File: src/rtl/idle_clk_pkg.sv
package idle_clk_pkg;
  typedef enum logic [1:0] {
    CLK_FULL = 2'd0,
    CLK_SLOW = 2'd1,
    CLK_STOP = 2'd2
  } clk_mode_e;

  localparam logic [2:0] ADDR_DIV    = 3'd0;
  localparam logic [2:0] ADDR_A_CFG  = 3'd1;
  localparam logic [2:0] ADDR_A_EVT  = 3'd2;
  localparam logic [2:0] ADDR_A_WAKE = 3'd3;
  localparam logic [2:0] ADDR_B_CFG  = 3'd4;
  localparam logic [2:0] ADDR_B_MASK = 3'd5;
  localparam logic [2:0] ADDR_CLR    = 3'd6;

  localparam int ST_A_EXP  = 0;
  localparam int ST_A_WAKE = 1;
  localparam int ST_B_EXP  = 2;
  localparam int ST_B_WAKE = 3;
  localparam int ST_W      = 4;
endpackage

File: src/rtl/idle_tick_div.sv
module idle_tick_div #(
  parameter int DIV_W = 4
) (
  input  logic             clk_i,
  input  logic             rst_ni,
  input  logic             tick_i,
  input  logic             clr_i,
  input  logic [DIV_W-1:0] div_i,
  output logic             stb_o
);
  logic [DIV_W-1:0] cnt_q;

  assign stb_o = tick_i && (cnt_q >= div_i);

  always_ff @(posedge clk_i or negedge rst_ni) begin
    if (!rst_ni)     cnt_q <= '0;
    else if (clr_i)  cnt_q <= '0;
    else if (stb_o)  cnt_q <= '0;
    else if (tick_i) cnt_q <= cnt_q + 1'b1;
  end
endmodule

File: src/rtl/idle_timer.sv
module idle_timer #(
  parameter int CNT_W = 8,
  parameter int PRE_W = 4
) (
  input  logic             clk_i,
  input  logic             rst_ni,
  input  logic             stb_i,
  input  logic             restart_i,
  input  logic [CNT_W-1:0] start_cnt_i,
  input  logic [PRE_W-1:0] pre_i,
  output logic             expire_o
);
  logic [CNT_W-1:0] cnt_q;
  logic [PRE_W-1:0] pcnt_q;
  logic             armed_q;
  logic             tstb;

  assign tstb     = stb_i && armed_q && (pcnt_q >= pre_i);
  // reload beats the final decrement
  assign expire_o = tstb && !restart_i && (cnt_q == CNT_W'(1));

  always_ff @(posedge clk_i or negedge rst_ni) begin
    if (!rst_ni) begin
      cnt_q   <= '0;
      pcnt_q  <= '0;
      armed_q <= 1'b0;
    end else if (restart_i) begin
      cnt_q   <= start_cnt_i;
      pcnt_q  <= '0;
      armed_q <= (start_cnt_i != '0);
    end else if (stb_i && armed_q) begin
      if (tstb) begin
        pcnt_q <= '0;
        cnt_q  <= cnt_q - 1'b1;
        if (cnt_q == CNT_W'(1)) armed_q <= 1'b0;
      end else begin
        pcnt_q <= pcnt_q + 1'b1;
      end
    end
  end
endmodule

File: src/rtl/idle_clk_mgr.sv
module idle_clk_mgr
  import idle_clk_pkg::*;
#(
  parameter int EVT_A_W = 16,
  parameter int EVT_B_W = 8,
  parameter int CNT_W   = 8,
  parameter int PRE_W   = 4,
  parameter int DIV_W   = 4
) (
  input  logic               clk_i,
  input  logic               rst_ni,
  input  logic               tick_i,
  input  logic [EVT_A_W-1:0] evt_i,
  input  logic               wr_en_i,
  input  logic [2:0]         wr_addr_i,
  input  logic [EVT_A_W-1:0] wr_data_i,
  output logic [1:0]         clk_mode_o,
  output logic               clk_stop_o,
  output logic               irq_o,
  output logic [ST_W-1:0]    status_o
);
  localparam int PRE_LSB = CNT_W;
  localparam int ACT_BIT = CNT_W + PRE_W;
  localparam int IRQ_EXP = ACT_BIT + 1;
  localparam int IRQ_WK  = ACT_BIT + 2;
  localparam int CFG_W   = ACT_BIT + 3;

  logic [DIV_W-1:0]   div_q;
  logic [CFG_W-1:0]   a_cfg_q, b_cfg_q;
  logic [EVT_A_W-1:0] a_evt_q, a_wake_q;
  logic [EVT_B_W-1:0] b_evt_q, b_wake_q;
  logic               slow_q, stop_q, irq_q;
  logic [ST_W-1:0]    status_q;

  logic wr_div, wr_a_cfg, wr_b_cfg;
  logic base_stb, exp_a, exp_b, wake_a, wake_b;
  logic restart_a, restart_b;
  logic [CNT_W-1:0] start_a, start_b;
  logic [ST_W-1:0]  st_set, st_clr;

  assign wr_div   = wr_en_i && (wr_addr_i == ADDR_DIV);
  assign wr_a_cfg = wr_en_i && (wr_addr_i == ADDR_A_CFG);
  assign wr_b_cfg = wr_en_i && (wr_addr_i == ADDR_B_CFG);

  always_ff @(posedge clk_i or negedge rst_ni) begin
    if (!rst_ni) begin
      div_q    <= '0;
      a_cfg_q  <= '0;
      b_cfg_q  <= '0;
      a_evt_q  <= '0;
      a_wake_q <= '0;
      b_evt_q  <= '0;
      b_wake_q <= '0;
    end else if (wr_en_i) begin
      unique case (wr_addr_i)
        ADDR_DIV:    div_q    <= wr_data_i[DIV_W-1:0];
        ADDR_A_CFG:  a_cfg_q  <= wr_data_i[CFG_W-1:0];
        ADDR_A_EVT:  a_evt_q  <= wr_data_i;
        ADDR_A_WAKE: a_wake_q <= wr_data_i;
        ADDR_B_CFG:  b_cfg_q  <= wr_data_i[CFG_W-1:0];
        ADDR_B_MASK: begin
          b_evt_q  <= wr_data_i[EVT_B_W-1:0];
          b_wake_q <= wr_data_i[2*EVT_B_W-1:EVT_B_W];
        end
        default: ;
      endcase
    end
  end

  idle_tick_div #(.DIV_W(DIV_W)) u_div (
    .clk_i (clk_i),
    .rst_ni(rst_ni),
    .tick_i(tick_i),
    .clr_i (wr_div),
    .div_i (div_q),
    .stb_o (base_stb)
  );

  assign restart_a = wr_a_cfg || |(evt_i & a_evt_q);
  assign restart_b = wr_b_cfg || |(evt_i[EVT_B_W-1:0] & b_evt_q);
  assign start_a   = wr_a_cfg ? wr_data_i[CNT_W-1:0] : a_cfg_q[CNT_W-1:0];
  assign start_b   = wr_b_cfg ? wr_data_i[CNT_W-1:0] : b_cfg_q[CNT_W-1:0];

  idle_timer #(.CNT_W(CNT_W), .PRE_W(PRE_W)) u_tmr_a (
    .clk_i      (clk_i),
    .rst_ni     (rst_ni),
    .stb_i      (base_stb),
    .restart_i  (restart_a),
    .start_cnt_i(start_a),
    .pre_i      (a_cfg_q[PRE_LSB +: PRE_W]),
    .expire_o   (exp_a)
  );

  idle_timer #(.CNT_W(CNT_W), .PRE_W(PRE_W)) u_tmr_b (
    .clk_i      (clk_i),
    .rst_ni     (rst_ni),
    .stb_i      (base_stb),
    .restart_i  (restart_b),
    .start_cnt_i(start_b),
    .pre_i      (b_cfg_q[PRE_LSB +: PRE_W]),
    .expire_o   (exp_b)
  );

  assign wake_a = slow_q && |(evt_i & a_wake_q);
  assign wake_b = stop_q && |(evt_i[EVT_B_W-1:0] & b_wake_q);

  always_comb begin
    st_set            = '0;
    st_set[ST_A_EXP]  = exp_a;
    st_set[ST_A_WAKE] = wake_a;
    st_set[ST_B_EXP]  = exp_b;
    st_set[ST_B_WAKE] = wake_b;
    st_clr = (wr_en_i && (wr_addr_i == ADDR_CLR)) ? wr_data_i[ST_W-1:0] : '0;
  end

  always_ff @(posedge clk_i or negedge rst_ni) begin
    if (!rst_ni) begin
      slow_q   <= 1'b0;
      stop_q   <= 1'b0;
      irq_q    <= 1'b0;
      status_q <= '0;
    end else begin
      // expiry takes precedence over a wake in the same cycle
      if (exp_a && a_cfg_q[ACT_BIT]) slow_q <= 1'b1;
      else if (wake_a)               slow_q <= 1'b0;
      if (exp_b && b_cfg_q[ACT_BIT]) stop_q <= 1'b1;
      else if (wake_b)               stop_q <= 1'b0;
      irq_q <= (exp_a && a_cfg_q[IRQ_EXP]) || (wake_a && a_cfg_q[IRQ_WK]) ||
               (exp_b && b_cfg_q[IRQ_EXP]) || (wake_b && b_cfg_q[IRQ_WK]);
      status_q <= (status_q & ~st_clr) | st_set;
    end
  end

  assign clk_mode_o = stop_q ? CLK_STOP : (slow_q ? CLK_SLOW : CLK_FULL);
  assign clk_stop_o = stop_q;
  assign irq_o      = irq_q;
  assign status_o   = status_q;
endmodule

File: config.mk
export PLATFORM = sky130hd
export DESIGN_NAME = idle_clk_mgr
export DESIGN_NICKNAME = d
export VERILOG_FILES = /design/src/rtl/idle_clk_pkg.sv /design/src/rtl/idle_tick_div.sv /design/src/rtl/idle_timer.sv /design/src/rtl/idle_clk_mgr.sv
export SDC_FILE = /design/constraint.sdc
export NUM_CORES = 1
export LEC_CHECK = 0
export BUFFER_PORTS_ARGS = -buffer_cell sky130_fd_sc_hd__buf_2
export CAP_MARGIN = 20
export CORE_MARGIN = 2
export CORE_UTILIZATION = 51
export CTS_CLUSTER_DIAMETER = 200
export CTS_CLUSTER_SIZE = 10
export DETAILED_ROUTE_END_ITERATION = 8
export PLACE_DENSITY = 0.7
export RECOVER_POWER = 50
export SYNTH_ARGS = -nofsm -noshare
export SYNTH_HDL_FRONTEND = slang
export SYNTH_SLANG_ARGS = --single-unit
File: constraint.sdc
create_clock -name clk_i -period 6 [get_ports clk_i]
set_input_delay 1.2 -clock clk_i [delete_from_list [all_inputs] [get_ports clk_i]]
set_output_delay 1.2 -clock clk_i [all_outputs]
set_load 0.02 [all_outputs]
==> results.tsv, run 1 <==
stage	metric	value	unit
outcome	status	finished with violations	
outcome	violations	max-capacitance violations, max-slew violations	
die	fp.dieW	110	µm
timing	rsz0062_at_grt	false	
pwr	ir_drop	0.301	mV
drt	dr_total_vias	4299	
clock_tree	numClockSinks	119	
final_layout	fillers	877	
final_layout	diodes	0	
drt	vias_per_cell	6.12	
final_layout	fin_area	0.00680	mm²
timing	finalSetupViolations	0	
placed_design	place_inst	668	
pwr	p_leak	2.97	nW
placed_design	port_buffers	46	
synthesis	synth_top_area_frac	0.518	
timing	fin_setup_tns	0	ns
final_layout	multiInputGateArea	0.00259	mm²
grt	grt.met3_usage	0.0882	
synthesis	synth.area.top_cells	dfrtp_1, mux2_2, ha_1	
setup_path	cp.required	6.09	ns
synthesis	netlist_area	0.00575	mm²
final_layout	area_delta_synth_final	18.2	%
timing	period_share	0.591	
timing	finalHoldViolCount	0	
grt	grtUsageMet1	0.328	
die	initial_core_util	0.526	
setup_path	r2r_slack	3.02	ns
timing	fin_crit	3.55	ns
die	die_h	110	µm
final_layout	layout_common_cells	dfrtp_1, mux2_2, buf_2	
synthesis	syn_inst	503	
drt	route.detailed.drc	0	
grt	gr-total-overflow	0	
clock_tree	cts_tree	yes	
setup_path	worstSetupPathType	input pin to async pin	
grt	grt_usage	0.251	
timing	slew_violations	41	
die	core_area	0.0109	mm²
synthesis	ys_seq_area_frac	0.518	
setup_path	r2r_start	u_div.cnt_q[0]	
clock_tree	cts_root_buffer	clkbuf_16	
drt	ant_nets	0	
timing	worst_slew_pin_slew	2.14	ns
clock_tree	clkLatencyLatePin	0.42	ns
synthesis	synth-async-reset-ratio	1.00	
placed_design	gp_congestion	0.809	
grt	grt_pass1_wl	22.5	mm
clock_tree	cts_made_buffers	17	
die	die_area	0.0121	mm²
drt	drt-total-wl	14.0	mm
synthesis	synth_fp_nets	561	
setup_path	cp-end-kind	async pin	
grt	grt_antenna_before_repair	0	
min_path	worstHoldEndpoint	status_o[2]	
min_path	min_from	status_o[2]	
die	rows	38	
drt	dr.pass1.iters	5	
setup_path	reg2reg_depth	7	
timing	fmax	282	MHz
setup_path	cp_max_fo	73	
timing	slew_headroom	-0.428	
grt	grt_use_met2	0.394	
clock_tree	post_cts_buffers	0	
grt	busiest_layer	met2	
setup_path	worst_ep_arrival_time	3.63	ns
drt	drtIter0Drc	276	
timing	skew	0.00777	ns
min_path	whs_path_depth	1	
run	drv_cap	1	
pwr	power_density	414	mW/mm²
grt	grt_pass1_vias	4362	
setup_path	cp-startpoint	rst_ni	
placed_design	post_dp_cell_area	0.00611	mm²
final_layout	final-seq-area	0.00298	mm²
die	io-pin-count	47	
clock_tree	cts.hold.buffers_added	0	
placed_design	place_hpwl	9.61	mm
clock_tree	cts_max_path_buffers	2	
grt	grt_max_degree	81	
final_layout	nNetsFinal	608	
pwr	finalPower	0.00282	W
drt	routedWlPerCell	19.8	µm
synthesis	yosys.area.top_type	dfrtp_1	
synthesis	synth_area_per_cell	11.4	µm²
synthesis	ys_seq_elements	119	
final_layout	drive_above_1_share	0.274	
setup_path	r2r-end	irq_o	
clock_tree	htreeDepth	4	
final_layout	final-instance-count-excl-fill	703	
synthesis	ys_types	50	
synthesis	synth_edf_count	0	
synthesis	synthFlopType	dfrtp_1	
final_layout	final_common_cell	dfrtp_1	
clock_tree	clkTransAtPathRegs	0.05	ns
synthesis	yosys_warnings	0	
clock_tree	cts_resized	0	
setup_path	crit_path_start_kind	input pin	
min_path	hp-class	flip-flop to flip-flop	
-- kinds of logic (layout without fill, tap and decap cells) --
| kind of cell | after synthesis | count (layout) | share of synthesized area |
|---|---|---|---|
| simple gates | 122 | 122 | 0.123 |
| flops | 119 | 119 | 0.518 |
| compound gates | 119 | 119 | 0.137 |
| buf+inv | 51 | 111 | 0.0370 |
| fa+ha+maj | 19 | 19 | 0.0413 |
| mux | 73 | 73 | 0.143 |
-- worst max-delay path, cell delays in order --
cell	delay [ns]
clkbuf_1	0.41
buf_16	0.39
clkbuf_1	1.58
-- registers in the layout, indices dropped and copies added (netlist names), 4 cells and up --
name and count:
a_wake_q 16, u_tmr_b.cnt_q 8, u_tmr_a.cnt_q 8, b_wake_q 8, a_evt_q 16, a_cfg_q 15
u_tmr_a.pcnt_q 4, u_div.cnt_q 4, u_tmr_b.pcnt_q 4, div_q 4, status_o 4, b_evt_q 8
b_cfg_q 15
-- Yosys cell counts, types with 2 or more instances --
library cell	n
a211oi_1	3
a22oi_1	4
and3_1	3
or4_1	14
mux2i_1	2
buf_2	5
nand3_1	13
nor4bb_1	2
a21oi_1	23
nand3b_1	2
nand4_1	4
nand2_1	29
and2_1	2
mux2_2	70
a221oi_1	8
a21o_1	3
a31oi_1	19
buf_4	2
o41ai_1	2
o21a_1	4
dfrtp_1	119
o31ai_1	11
ha_1	19
a22o_1	14
clkbuf_1	15
inv_1	27
nor2_1	16
or3_1	7
nor3_1	8
nand4b_1	8
o21ai_0	22
nor4b_1	2
nor4_1	3
nand2b_1	2
-- metrics by stage --
step | hold slack, ns | setup WS (ns) | util
after global routing | 0.498 | 1.85 | 0.622
after CTS | 0.482 | 2.88 | 0.620
after floorplan | 0.452 | 3.15 | -
after detailed placement | 0.470 | 2.46 | 0.558
after global placement | 0.456 | 2.46 | 0.558
final | 0.471 | 2.45 | 0.622
-- where the power goes --
part,internal [W],leakage (nW),switching [W]
combinational,0.000254,1.19,0.000339
sequential,0.000973,1.46,0.000102
clock,0.000787,0.319,0.000363
total,0.00201,2.97,0.000804
-- routing by layer --
metal / wire length, µm / part of all wire / vias up
li1: - / - / 1988
met1: 6160 / 0.44 / 2179
met2: 6640 / 0.48 / 114
met3: 953 / 0.068 / 18
met4: 196 / 0.014 / 0
met5: 0 / 0 / -
-- final cells by class --
type	instances	area share
sequential	119	0.438
multi-input combinational	333	0.381
clock buffer	19	0.0651
timing repair buffer	52	0.0420
clock inverter	13	0.0333
inverter	27	0.0149
tap	140	0.0258
-- worst max path at each step --
stage | endpoint | slack (ns)
6_report | b_evt_q[5] | 2.45
5_1_grt | b_evt_q[5] | 1.85
4_1_cts | u_tmr_b.armed_q | 2.88
3_5_place_dp | u_tmr_b.armed_q | 2.46
3_3_place_gp | u_tmr_b.armed_q | 2.46
2_1_floorplan | u_tmr_a.armed_q | 3.15
No activity file was read; power rests on OpenSTA's default activity.
==> run 2, diff against run 1 <==
--- a/config.mk
+++ b/config.mk
@@ -12,7 +12,7 @@
 export CTS_CLUSTER_DIAMETER = 200
 export CTS_CLUSTER_SIZE = 10
 export DETAILED_ROUTE_END_ITERATION = 8
-export PLACE_DENSITY = 0.7
+export PLACE_DENSITY = 0.72
 export RECOVER_POWER = 50
 export SYNTH_ARGS = -nofsm -noshare
 export SYNTH_HDL_FRONTEND = slang
==> constraint.sdc (replaced) <==
create_clock -name clk_i -period 3.2 [get_ports clk_i]
set_input_delay 0.64 -clock clk_i [delete_from_list [all_inputs] [get_ports clk_i]]
set_output_delay 0.64 -clock clk_i [all_outputs]
set_load 0.02 [all_outputs]
==> run 2 against run 1 <==
Net effect:
- global-route usage grew 0.90 points
- the run still ends with max-capacitance violations, max-slew violations left
- flip-flop and latch count is the same
- clock skew grew 0.0011 ns
- critical endpoint is now u_tmr_b.cnt_q[5]
- wire length grew 3.0%
- hold slack lost 0.25 ns
- highest routed layer unchanged
==> results.tsv, run 2 (synthesis gave the netlist of run 1 again) <==
stage	metric	value	unit
final_layout	final_common_cell	dfrtp_1	
drt	route.detailed.drc	0	
placed_design	place_inst	675	
final_layout	final-instance-count-excl-fill	704	
setup_path	cp_common_cell	or4_1	
timing	period_share	0.768	
placed_design	gp_congestion	0.834	
grt	grt_pass1_wl	23.0	mm
clock_tree	htreeDepth	4	
final_layout	layout_common_cells	dfrtp_1, mux2_2, buf_2	
final_layout	drive_above_1_share	0.270	
die	die_area	0.0121	mm²
timing	fin_setup_tns	0	ns
placed_design	dp_slack	0.503	ns
setup_path	worst_ep_arrival_time	2.78	ns
drt	drt-total-wl	14.4	mm
setup_path	reg2reg_depth	7	
drt	dr.pass1.iters	5	
final_layout	nNetsFinal	612	
drt	routedWlPerCell	20.4	µm
clock_tree	clkTransAtPathRegs	0.05	ns
min_path	hp-class	input pin to async pin	
run	drv_cap	1	
setup_path	worstSetupPathType	flip-flop to flip-flop	
timing	rsz0062_at_grt	false	
timing	slew_violations	30	
clock_tree	cts.hold.buffers_added	0	
clock_tree	post_cts_buffers	0	
placed_design	port_buffers	46	
die	core_area	0.0109	mm²
grt	grt_antenna_before_repair	0	
placed_design	place_hpwl	9.97	mm
die	die_h	110	µm
setup_path	r2r_start	u_div.cnt_q[0]	
grt	grt_usage	0.260	
timing	finalHoldViolCount	0	
timing	finalSetupViolations	0	
drt	drtIter0Drc	298	
setup_path	cp.required	3.53	ns
setup_path	r2r-end	u_tmr_b.cnt_q[5]	
grt	grt_pass1_vias	4402	
outcome	status	finished with violations	
timing	skew	0.00884	ns
final_layout	reg_top3	a_evt_q (16), a_wake_q (16)	
clock_tree	cts_root_buffer	clkbuf_16	
timing	fin_crit	2.46	ns
pwr	ir_drop	0.500	mV
timing	slew_headroom	-0.0343	
final_layout	diodes	0	
outcome	violations	max-capacitance violations, max-slew violations	
setup_path	slowest_stage	or4_1	
setup_path	r2r_slack	0.74	ns
grt	grt_max_degree	49	
setup_path	cp-end-kind	flip-flop	
clock_tree	cts_resized	0	
clock_tree	cts_max_path_buffers	2	
die	rows	38	
setup_path	crit_path_start_kind	flip-flop	
timing	fmax	407	MHz
setup_path	cp_max_fo	8	
final_layout	area_delta_synth_final	16.1	%
die	initial_core_util	0.526	
clock_tree	cts_tree	yes	
pwr	p_leak	2.93	nW
setup_path	path_cells	inv_1 > ha_1 > nor2b_4 > o21a_1 > or4_1 > or4_1 > a31oi_1	
die	fp.dieW	110	µm
setup_path	cp_slowest_stage_delay	0.62	ns
clock_tree	numClockSinks	119	
drt	vias_per_cell	6.27	
die	io-pin-count	47	
pwr	power_density	738	mW/mm²
timing	worst_slew_pin_slew	1.55	ns
clock_tree	clkLatencyLatePin	0.41	ns
clock_tree	cts_made_buffers	17	
timing	worst_slack	0.743	ns
drt	dr_total_vias	4415	
drt	ant_nets	0	
grt	gr-total-overflow	0	
[run 2: cell types whose count changed in the layout (fill, tap and decap cells not counted), sizes merged]
cell | before | now
buf | 47 | 52
clkinvlp | 3 | 0
clkbuf | 24 | 28
bufinv | 6 | 2
clkinv | 4 | 3
[run 2: layer usage]
metal | GRT usage | vias to the layer above | wire length (µm)
met1 | 0.332 | 2253 | 6160
met2 | 0.432 | 146 | 7080
li1 | - | 1988 | -
met4 | 0.0875 | 0 | 218
met5 | 0 | - | 0
met3 | 0.0670 | 28 | 911
[run 2: area by class of cell]
cell class,instances,area (µm²)
Fill cell,884,4260
Clock inverter,5,75.1
Timing Repair Buffer,56,297
Multi-Input combinational cell,333,2590
Sequential cell,119,2980
Tap cell,140,175
Inverter,27,101
Clock buffer,24,462
[run 2: worst max path at each step]
stage	from	end	slack (ns)
detailed placement	wr_addr_i[0]	u_tmr_a.armed_q	0.50
global placement	wr_addr_i[0]	u_tmr_a.armed_q	0.60
finish	u_div.cnt_q[0]	u_tmr_b.cnt_q[5]	0.74
floorplan	wr_addr_i[2]	u_tmr_a.armed_q	0.91
global route	u_div.cnt_q[0]	u_tmr_b.cnt_q[5]	0.61
CTS	u_div.cnt_q[0]	u_tmr_b.cnt_q[5]	0.75
[run 2: worst max-delay path, delay by kind of cell, from the launching register on]
kind                       cells  cell delay [ns]
buffers and inverters          1             0.06
DFF                            1             0.41
adders and majority gates      1             0.31
and+or+nand+nor                3             1.18
AOI/OAI and AO/OA              2             0.40
[run 2: report_power, final]
group          switching (W)  leakage [nW]  total, W  internal, W
combinational       0.000648          1.20   0.00113     0.000481
clock               0.000633         0.264   0.00178      0.00115
sequential          0.000196          1.46   0.00202      0.00183
[run 2: per-stage QoR]
| step | total power (W) | utilization | cell area [µm²] | hold WS, ns |
|---|---|---|---|---|
| 2_1_floorplan | 0.00280 | - | 5750 | 0.344 |
| 3_3_place_gp | 0.00309 | 0.564 | 6170 | 0.457 |
| 3_5_place_dp | 0.00315 | 0.564 | 6170 | 0.462 |
| 4_1_cts | 0.00494 | 0.613 | 6710 | 0.239 |
| 5_1_grt | 0.00519 | 0.611 | 6680 | 0.259 |
| 6_report | 0.00493 | 0.611 | 6680 | 0.221 |
